`config.mk`:
```
export PLATFORM = sky130hd
export DESIGN_NAME = prio_resolver
export DESIGN_NICKNAME = d
export VERILOG_FILES = /design/src/rtl/prio_res_pkg.sv /design/src/rtl/pr_rot_scan.sv /design/src/rtl/pr_isr_filter.sv /design/src/rtl/prio_resolver.sv
export SDC_FILE = /design/constraint.sdc
export NUM_CORES = 1
export LEC_CHECK = 0
export ABC_AREA = 1
export BUFFER_PORTS_ARGS = -buffer_cell sky130_fd_sc_hd__buf_2
export CAP_MARGIN = 30
export CORE_MARGIN = 4
export CORE_UTILIZATION = 40
export CTS_CLUSTER_DIAMETER = 100
export DETAILED_ROUTE_END_ITERATION = 8
export GPL_ROUTABILITY_DRIVEN = 0
export MAX_ROUTING_LAYER = met4
export PLACE_DENSITY = 0.66
export SLEW_MARGIN = 20
export SYNTH_ARGS = -nofsm -noshare
export SYNTH_HDL_FRONTEND = slang
export SYNTH_SLANG_ARGS = --single-unit
```
`constraint.sdc`:
```
create_clock -name clk -period 0.8 [get_ports clk]
set_clock_uncertainty 0.15 [all_clocks]
set_input_delay 0.08 -clock clk [delete_from_list [all_inputs] [get_ports clk]]
set_output_delay 0.08 -clock clk [all_outputs]
set_load 0.01 [all_outputs]
```
`src/rtl/prio_res_pkg.sv`:
```
package prio_res_pkg;

    // Default geometry of one controller
    localparam int unsigned PR_LINES   = 8;
    localparam int unsigned PR_CASCADE = 2;

    // Mode straps that alter the in-service ranking
    typedef struct packed {
        logic spec_mask;
        logic spec_nest;
        logic is_master;
    } pr_mode_t;

endpackage

```
`src/rtl/pr_rot_scan.sv`:
```
// Circular priority scan: returns the rank of the best set bit counted
// upward from base_i, or N when the vector is empty.
module pr_rot_scan #(
    parameter int unsigned N = 8,
    localparam int unsigned W = $clog2(N)
) (
    input  logic [N-1:0] vec_i,
    input  logic [W-1:0] base_i,
    output logic [W:0]   rank_o
);

    logic [N-1:0] rot;

    always_comb begin
        logic [W-1:0] idx;
        for (int i = 0; i < N; i++) begin
            idx    = W'(i) + base_i;
            rot[i] = vec_i[idx];
        end
    end

    always_comb begin
        rank_o = (W+1)'(N);
        for (int i = N - 1; i >= 0; i--) begin
            if (rot[i]) begin
                rank_o = (W+1)'(i);
            end
        end
    end

endmodule

```
`src/rtl/pr_isr_filter.sv`:
```
// Removes in-service bits that must not count toward the current level.
module pr_isr_filter
    import prio_res_pkg::*;
#(
    parameter int unsigned N       = 8,
    parameter int unsigned CASCADE = 2
) (
    input  logic [N-1:0] isr_i,
    input  logic [N-1:0] mask_i,
    input  pr_mode_t     mode_i,
    output logic [N-1:0] isr_o
);

    logic [N-1:0] after_mask;

    assign after_mask = mode_i.spec_mask ? (isr_i & ~mask_i) : isr_i;

    generate
        if (CASCADE < N) begin : g_cascade
            always_comb begin
                isr_o = after_mask;
                if (mode_i.spec_nest && mode_i.is_master) begin
                    isr_o[CASCADE] = 1'b0;
                end
            end
        end else begin : g_no_cascade
            assign isr_o = after_mask;
        end
    endgenerate

endmodule

```
`src/rtl/prio_resolver.sv`:
```
module prio_resolver
    import prio_res_pkg::*;
#(
    parameter int unsigned NUM_LINES    = PR_LINES,
    parameter int unsigned CASCADE_LINE = PR_CASCADE,
    localparam int unsigned IDX_W       = $clog2(NUM_LINES)
) (
    input  logic                 clk,
    input  logic                 rst_n,
    input  logic [NUM_LINES-1:0] pend_i,
    input  logic [NUM_LINES-1:0] mask_i,
    input  logic [NUM_LINES-1:0] isr_i,
    input  logic [IDX_W-1:0]     rot_base_i,
    input  logic                 spec_mask_i,
    input  logic                 spec_nest_i,
    input  logic                 is_master_i,
    output logic                 cand_valid_o,
    output logic [IDX_W-1:0]     line_o,
    output logic                 irq_o
);

    localparam logic [IDX_W:0] RANK_NONE = (IDX_W+1)'(NUM_LINES);

    typedef struct packed {
        logic             cand_valid;
        logic [IDX_W-1:0] line;
        logic             irq;
    } res_t;

    res_t res_d, res_q;

    pr_mode_t             mode;
    logic [NUM_LINES-1:0] cand_vec;
    logic [NUM_LINES-1:0] serv_vec;
    logic [IDX_W:0]       cand_rank;
    logic [IDX_W:0]       serv_rank;

    assign mode     = '{spec_mask: spec_mask_i, spec_nest: spec_nest_i, is_master: is_master_i};
    assign cand_vec = pend_i & ~mask_i;

    pr_isr_filter #(
        .N       (NUM_LINES),
        .CASCADE (CASCADE_LINE)
    ) u_isr_filter (
        .isr_i  (isr_i),
        .mask_i (mask_i),
        .mode_i (mode),
        .isr_o  (serv_vec)
    );

    pr_rot_scan #(.N(NUM_LINES)) u_cand_scan (
        .vec_i  (cand_vec),
        .base_i (rot_base_i),
        .rank_o (cand_rank)
    );

    pr_rot_scan #(.N(NUM_LINES)) u_serv_scan (
        .vec_i  (serv_vec),
        .base_i (rot_base_i),
        .rank_o (serv_rank)
    );

    always_comb begin
        res_d = '0;
        if (cand_rank != RANK_NONE) begin
            res_d.cand_valid = 1'b1;
            res_d.line       = cand_rank[IDX_W-1:0] + rot_base_i;
            res_d.irq        = (cand_rank < serv_rank);
        end
    end

    always_ff @(posedge clk or negedge rst_n) begin
        if (!rst_n) begin
            res_q <= '0;
        end else begin
            res_q <= res_d;
        end
    end

    assign cand_valid_o = res_q.cand_valid;
    assign line_o       = res_q.line;
    assign irq_o        = res_q.irq;

endmodule

```
### Word-level counts from Yosys, hierarchy flattened

Cells that the tools add are included.

| word-level totals | value |
|---|---|
| bits in registers | 5 |
| input port bits | 32 |
| output and inout bits | 5 |
| logic and storage cells | 76 |

| operators by class | value |
|---|---|
| add/sub/neg operators | 8 |
| magnitude comparators | 9 |
| equal/unequal tests | 1 |
| multiplexer cells | 51 |
| bitwise operators | 3 |
| reductions and logical operators | 1 |

Operators by type and width:

| operator | number |
|---|---|
| 2-to-1 mux 4 bit | 16 |
| binary-select mux 1 bit (select 3 bit) | 16 |
| less-than comparator 3 x 4 -> 1 bit (second input constant) | 8 |
| 2-to-1 mux 1 bit | 17 |
| AND 8 bit | 2 |
| adder 3 bit (first input constant) | 4 |
| 2-to-1 mux 8 bit | 1 |
| NOT 8 bit | 1 |
| adder 2 x 3 -> 3 bit (first input constant) | 2 |
| 2-to-1 mux 5 bit | 1 |
| less-than comparator 4 bit | 1 |
| != test 4 bit (second input constant) | 1 |
| adder 1 x 3 -> 3 bit (first input constant) | 1 |
| adder 3 bit | 1 |
| logical AND 1 bit | 1 |

### Longest topological paths before layout

Gate-level depths: netlist of the first run.

| depth | value |
|---|---|
| depth in word-level cells | 16 |
| mapped depth | 23 |
| depth with buffers taken out | 20 |

### Cells and area by module

From an unflattened synthesis of the first run, not the netlist that was laid out.

| second synthesis, totals | value |
|---|---|
| cells, all modules | 256 |
| area total of the unflattened synthesis | 1343.8 um2 |

Modules (own cells, without submodules):

| module | times used | cells each | area an instance (um2) | seq. area each (um2) |
|---|---|---|---|---|
| pr_rot_scan | 2 | 95 | 445.4 | 0.0 |
| prio_resolver | 1 | 54 | 381.6 | 125.1 |
| pr_isr_filter | 1 | 12 | 71.3 | 0.0 |

### Least setup slack after synthesis of the first run

OpenSTA, ideal clock, no wires.

| path | value |
|---|---|
| path kind | input to register |
| start | input port rot_base_i[0] |
| end | register res_q, in the netlist line_o[2] |
| setup time | 0.073 ns |
| arrival time | 2.624 ns |
| required time | 0.577 ns |
| setup slack | -2.047 ns |
| cell stages on the path | 23 |
| path buffers | 3 |
| cells stage by stage | buf_6 -> inv_6 -> buf_6 -> ha_1 -> buf_6 -> bufinv_8 -> nand3_1 -> nand3_2 -> nand2_1 -> nand2_1 -> nand2_1 -> nand2_1 -> nand2_1 -> nand2_1 -> nand2_1 -> nand2_1 -> inv_1 -> ha_1 -> inv_1 -> fa_1 -> xor2_1 -> or2_1 -> a21oi_2 |

RTL lines:

| item | RTL line | source |
|---|---|---|
| start, declared | prio_resolver.sv:13 | `input logic [IDX_W-1:0] rot_base_i,` |
| end signal, assigned | prio_resolver.sv:76 | `res_q <= res_d;` |
| end, declared | prio_resolver.sv:30 | `res_t res_d, res_q;` |

==> results of run 1 <==
==> power by group through the flow <==
stage | combinational [uW] | clock [uW] | sequential, uW
after global placement | 1720 | 0 | 350
after detailed placement | 1740 | 0 | 351
after CTS | 1850 | 300 | 350
final | 1970 | 287 | 348
after floorplan | 1060 | 0 | 404
after global routing | 2190 | 312 | 358
==> synth_stat cells (all sizes together) <==
cell type   n  area, um^2
o21ai       4        23.8
ha          6        75.1
buf         7        68.8
nor2       11        48.8
nand3      61         383
inv        30         120
or2         2        12.5
xor2        2        36.3
o21a        1        7.51
a31o        1        8.76
bufinv      1        17.5
nor3        2        21.3
nand4       2        12.5
nand2      79         302
dfrtp       5         125
a21oi       5        32.5
xnor2       2        43.8
fa          1        20.0
a31oi       6        43.8
==> layer usage <==
| layer | part of all wire | global-route usage | vias up |
|---|---|---|---|
| met1 | 0.43 | 0.242 | 804 |
| met3 | 0.039 | 0.00499 | 4 |
| met4 | 0.0092 | 0.0506 | 0 |
| met2 | 0.52 | 0.363 | 34 |
| met5 | 0 | - | - |
| li1 | - | - | 918 |
==> logic make-up (layout without fill, tap and decap cells) <==
logic type | after synthesis | after routing | synth area share
AOI/OAI and AO/OA | 17 | 17 | 0.0830
xor gates and xnor gates | 4 | 4 | 0.0571
adders and majority gates | 7 | 7 | 0.0678
buffers and inverters | 38 | 122 | 0.147
DFF | 5 | 5 | 0.0892
and+or+nand+nor | 157 | 157 | 0.556
==> flip-flops by register name (all words and copies together), names as in the netlist <==
name	cells
cand_valid_o	1
irq_o	1
line_o	3
==> repair_timing <==
action,in CTS,in global routing
pin swaps,8,12
hold buffers,1,0
gates resized for setup,13,21
endpoints found under the hold margin,5,0
endpoints found under the setup margin,10,10
buffers inserted,5,2
==> per-stage QoR <==
step                      hold WS (ns)  setup slack (ns)  TNS, ns   util  power, uW
final                           0.0381             -1.46    -6.51  0.644       2600
after global routing            0.0607             -1.59    -7.33  0.644       2860
after CTS                       0.0208             -1.46    -6.65  0.619       2500
after detailed placement        -0.254             -1.82    -7.59  0.581       2090
after global placement          -0.255             -1.71    -7.37  0.581       2070
after floorplan                 -0.366             -1.75    -6.89      -       1460
==> worst max-delay path by stage <==
stage / endpoint / slack [ns]
floorplan: line_o[2]$_DFF_PN0_ / -1.75
global placement: line_o[2]$_DFF_PN0_ / -1.71
detailed placement: line_o[2]$_DFF_PN0_ / -1.82
CTS: line_o[2]$_DFF_PN0_ / -1.46
global route: line_o[2]$_DFF_PN0_ / -1.59
finish: line_o[2]$_DFF_PN0_ / -1.46
==> layout make-up <==
| cell class | instances | area share |
|---|---|---|
| well taps | 46 | 0.0266 |
| flip-flops and latches | 5 | 0.0577 |
| inverters | 31 | 0.0629 |
| multi-input cells | 185 | 0.555 |
| clock buffers | 4 | 0.0121 |
| repair buffers | 87 | 0.285 |
==> worst max-delay path, cell delays in order <==
cell,delay (ns)
sky130_fd_sc_hd__buf_12,0.09
sky130_fd_sc_hd__inv_8,0.03
sky130_fd_sc_hd__ha_4,0.34
sky130_fd_sc_hd__inv_8,0.06
sky130_fd_sc_hd__nand3_2,0.08
sky130_fd_sc_hd__nand3_2,0.07
sky130_fd_sc_hd__nand2_2,0.07
sky130_fd_sc_hd__nand2_1,0.05
sky130_fd_sc_hd__nand2_1,0.05
sky130_fd_sc_hd__nand2_1,0.04
sky130_fd_sc_hd__nand2_1,0.05
sky130_fd_sc_hd__nand2_1,0.04
sky130_fd_sc_hd__nand2_1,0.06
sky130_fd_sc_hd__nand2_1,0.06
sky130_fd_sc_hd__inv_1,0.07
sky130_fd_sc_hd__ha_2,0.16
sky130_fd_sc_hd__inv_2,0.03
sky130_fd_sc_hd__fa_2,0.33
sky130_fd_sc_hd__xor2_1,0.17
sky130_fd_sc_hd__or2_1,0.23
sky130_fd_sc_hd__a21oi_2,0.11
==> flow_summary.rst, run 1 <==
.. list-table::
   :header-rows: 1

   * - Metric
     - Value
   * - Hold violation count in the final report
     - 0
   * - DR WL/cell
     - 11.6 um
   * - Synth-to-layout area growth
     - 54.5%
   * - Unrepaired setup endpoints after global routing
     - yes
   * - DP Cell Count
     - 346
   * - Pins over their slew limit
     - 0
   * - CTS H-tree lvls
     - 1
   * - Input/output buffers
     - 36
   * - Vias/cell
     - 4.92
   * - Switching share of power
     - 0.432
   * - Critical Path Sink Type
     - flip-flop
   * - Top-level port count
     - 37
   * - Half-perimeter wire length after detailed placement
     - 3350 um
   * - Warnings from Yosys
     - 0
   * - Count of clock tree sinks
     - 5
   * - Final critical-path required period
     - about 2.3 ns
   * - Clock Pin Slew Worst Setup and Hold Paths
     - 0.04 ns
   * - Worst Tran Pin Value
     - 0.343 ns
   * - Antenna diode count
     - 0
   * - Aggregate global-route resource usage
     - 0.199
   * - Startpoint types
     - input port
   * - CTS tree
     - built
   * - Final #Nets
     - 352
   * - Result of the run
     - complete, but fails checks
   * - Worst Hold Class
     - in -> async
   * - Clock buffers created by TritonCTS
     - 3
   * - Fin worst setup slack
     - -1.46 ns
   * - Switching power
     - ~1100 uW
   * - Max Clock Freq
     - roughly 0.44 GHz
   * - Post-route cell area
     - 0.00217 mm^2
   * - Power per standard cell area
     - 1200 mW/mm^2
   * - Post-synthesis average cell area
     - 6.15 um^2
   * - Final std cells w/o fill
     - roughly 360
   * - Maximum number of pins on one net before global-route repair
     - 17
   * - Fin crit share
     - 2.82
   * - Unique cell type count in the Yosys netlist
     - 35
   * - Category of the most critical setup path
     - in -> reg
   * - Max Buffers Root-to-Sink
     - 2
   * - Routed via count
     - 1,760
   * - Total DRC errors in the routed layout
     - 0
   * - Number of instances in the synthesized netlist
     - 228
   * - Cell-internal power
     - approximately 1500 uW
   * - Share of cells above drive strength 1
     - 0.468
   * - Relative contribution of combinational cells to total power
     - 0.756
   * - Row count
     - 21
   * - Number of storage elements in the synthesis netlist
     - 5
   * - Crit path DAT
     - between 2 and 2.5 ns
   * - X dimension of the die
     - 67.2 um
   * - Detail Route Antenna Nets
     - 0
   * - Routed WL
     - 4150 um
   * - Setup-failing EPs final
     - 10
   * - Number of maximum-capacitance violations
     - 0
   * - Sequential fraction of the synthesis area
     - 0.0892
   * - Leakage power summed over all cells
     - ~0.0012 uW
   * - Area of the multi-input gates
     - between 0.001 and 0.0015 mm^2
   * - DRT Pass-1 Iters
     - 4
   * - Max-Slew Margin vs Limit
     - 0.769
   * - Floorplan Core Area
     - 0.00336 mm^2
   * - Remaining Overflow, GRT
     - 0
   * - Most common cell after layout, fill and taps aside
     - sky130_fd_sc_hd__nand2_1
   * - Sequential fraction of design power
     - 0.134
   * - Initial Utilization
     - 0.417
   * - Die outline height
     - a little under 70 um
   * - Part of the total power dissipated in the clock network
     - 0.110
   * - Via count of the first global-routing pass
     - 1,626
   * - Count of filler cells inserted in the layout
     - 333
   * - Violated checks
     - setup timing
   * - Count of routing violations after the opening detailed-route iteration
     - 49
   * - DP Area
     - 0.00195 mm^2
   * - Area of the die
     - 0.00452 mm^2
   * - Number of antenna violations at the first check in global routing
     - 0
   * - First-pass GRT wire length
     - 6840 um
   * - Maximum resistive drop on vdd
     - 0.381 mV
   * - Buffer type at the clock tree root
     - sky130_fd_sc_hd__clkbuf_4
   * - Data required time of the worst path
     - 0.82 ns
   * - Net Count, Synth
     - 267
   * - Critical-path maximum fanout
     - 6
   * - Register cell area after layout
     - ~130 um^2
   * - Post-synthesis cell area
     - approximately 0.0014 mm^2
   * - Commonest non-fill, non-tap cells in the layout
     - 69 x sky130_fd_sc_hd__nand2_1, 45 x sky130_fd_sc_hd__buf_4, 42 x sky130_fd_sc_hd__nand3_1
   * - Worst setup path start
     - rot_base_i[0]
(Power assumes the default switching activity.)
==> run 2, diff against run 1 <==
- clock period: 0.8 -> 2.8 ns (I/O delays scaled with it)
==> run 2 against run 1 <==
  * Sequential share of layout area grew 1.2 points
  * Core utilization shrank 11 points
  * Via count shrank 9.1%
  * Combinational power shrank 77%
  * Critical endpoint unchanged
  * The flow now finishes without violations
  * Largest cell class unchanged
  * Power shrank 76%
  * Die area is the same
  * Cell area shrank 17%
==> flow_summary.rst, run 2 (same netlist as run 1, synthesis figures left out) <==
.. list-table::
   :header-rows: 1

   * - Metric
     - Value
   * - DRT Pass-1 Iters
     - 5
   * - Antenna diode count
     - 0
   * - Category of the most critical setup path
     - in -> reg
   * - Buffer type at the clock tree root
     - sky130_fd_sc_hd__clkbuf_4
   * - Maximum resistive drop on vdd
     - 0.115 mV
   * - Maximum number of pins on one net before global-route repair
     - 11
   * - Remaining Overflow, GRT
     - 0
   * - Setup-failing EPs final
     - 0
   * - DP Area
     - roughly 0.0017 mm^2
   * - Row count
     - 21
   * - Final std cells w/o fill
     - 327
   * - Final critical-path required period
     - 2.56 ns
   * - X dimension of the die
     - 67.2 um
   * - Worst setup path start
     - rot_base_i[1]
   * - Number of antenna violations at the first check in global routing
     - 0
   * - Total DRC errors in the routed layout
     - 0
   * - Top-level port count
     - 37
   * - DP Cell Count
     - 322
   * - DR WL/cell
     - 10.9 um
   * - Power per standard cell area
     - 349 mW/mm^2
   * - Cell mode on critical path
     - sky130_fd_sc_hd__nand2_1
   * - Cell at the slowest stage of the critical path
     - sky130_fd_sc_hd__fa_2
   * - Count of clock tree sinks
     - 5
   * - Cell-by-cell listing of the critical path
     - buf_2 > inv_4 > ha_4 > inv_8 > nand3_1 > nand2_1 > nand2_1 > nand2_2 > nand2_1 > nand2_1 > nand2_1 > nand2_1 > nand2_1 > nand2_2 > inv_2 > ha_2 > inv_1 > fa_2 > xor2_1 > or2_1 > a21oi_2
   * - Crit path DAT
     - 2.57 ns
   * - Critical-path maximum fanout
     - 6
   * - Setup slack at placement
     - -0.0577 ns
   * - Half-perimeter wire length after detailed placement
     - 3200 um
   * - Pins over their slew limit
     - 0
   * - Worst Tran Pin Value
     - between 0.3 and 0.4 ns
   * - Startpoint types
     - input port
   * - Area of the die
     - 0.00452 mm^2
   * - Floorplan Core Area
     - 0.00336 mm^2
   * - Share of cells above drive strength 1
     - 0.335
   * - Number of maximum-capacitance violations
     - 0
   * - Count of routing violations after the opening detailed-route iteration
     - 73
   * - Clock buffers created by TritonCTS
     - 3
   * - Detail Route Antenna Nets
     - 0
   * - Critical Path Max Stage Delay
     - roughly 0.35 ns
   * - Routed WL
     - 3570 um
   * - Result of the run
     - finished, final reports clean
   * - Worst Hold Class
     - in -> async
   * - Via count of the first global-routing pass
     - 1,444
   * - Routed via count
     - 1,599
   * - Post-route cell area
     - 0.00179 mm^2
   * - Fin worst setup slack
     - 0.239 ns
   * - Synth-to-layout area growth
     - 27.5%
   * - Max-Slew Margin vs Limit
     - 0.791
   * - Vias/cell
     - 4.89
   * - Final worst hold slack
     - 0.255 ns
   * - Delay-heaviest family, CP
     - simple AND/OR/NAND/NOR gates
   * - Critical Path Sink Type
     - flip-flop
   * - Clock Pin Slew Worst Setup and Hold Paths
     - approximately 0.040 ns
   * - Commonest non-fill, non-tap cells in the layout
     - 76 x sky130_fd_sc_hd__nand2_1, 47 x sky130_fd_sc_hd__nand3_1, 35 x sky130_fd_sc_hd__buf_2
   * - Crit path buf inv count
     - 5
   * - Initial Utilization
     - 0.417
   * - Max Buffers Root-to-Sink
     - 2
   * - CTS tree
     - built
   * - Count of filler cells inserted in the layout
     - 356
   * - Aggregate global-route resource usage
     - 0.175
   * - Most common cell after layout, fill and taps aside
     - sky130_fd_sc_hd__nand2_1
   * - Die outline height
     - 67.2 um
   * - Max Clock Freq
     - 0.390 GHz
   * - First-pass GRT wire length
     - 6000 um
   * - Leakage power summed over all cells
     - 0.000990 uW
   * - CTS H-tree lvls
     - 1
   * - Hold violation count in the final report
     - 0
   * - Fin crit share
     - 0.915
   * - Input/output buffers
     - 36
   * - Cell count along the critical path
     - 21
   * - Data required time of the worst path
     - 2.81 ns
   * - Unrepaired setup endpoints after global routing
     - no
   * - Final #Nets
     - 321
   * - Largest register FFs
     - 3
[run 2: how the worst max path moves through the flow]
stage / endpoint / slack, ns
floorplan: line_o[2]$_DFF_PN0_ / 0.01
global placement: line_o[2]$_DFF_PN0_ / 0.004
detailed placement: line_o[2]$_DFF_PN0_ / -0.06
CTS: line_o[2]$_DFF_PN0_ / 0.18
global route: line_o[2]$_DFF_PN0_ / 0.04
finish: line_o[2]$_DFF_PN0_ / 0.24
[run 2: routing by layer]
layer | part of all wire | vias up | track usage
li1 | - | 852 | -
met1 | 0.46 | 704 | 0.239
met2 | 0.49 | 41 | 0.290
met3 | 0.040 | 2 | 0.00499
met4 | 0.0059 | 0 | 0.0380
met5 | 0 | - | -
[run 2: report_power, final]
group | switching, uW | total (uW) | internal [uW] | leakage (uW)
registers | 4.14 | 99.5 | 95.4 | 0.0000558
logic | 252 | 447 | 195 | 0.000919
clock network | 23.9 | 77.4 | 53.5 | 0.0000150
[run 2: timing repair]
item                                    CTS  global route
resized for setup                         0             8
buffers inserted                          0             0
endpoints found under the setup margin    0             1
hold endpoints to repair                  5             0
hold buffers                              1             0
[run 2: layout make-up]
type	count	area (um^2)	area share
clock buffers	4	26.3	0.0147
inverters	31	134	0.0749
multi-input cells	185	1110	0.619
flip-flops and latches	5	125	0.0700
well taps	46	57.6	0.0322
repair buffers	56	339	0.190
[run 2: per-stage QoR]
step,TNS [ns],utilization,power [uW]
global placement,0,0.515,538
finish,0,0.532,624
floorplan,0,-,409
detailed placement,-0.0577,0.515,544
global route,0,0.532,696
CTS,0,0.525,625
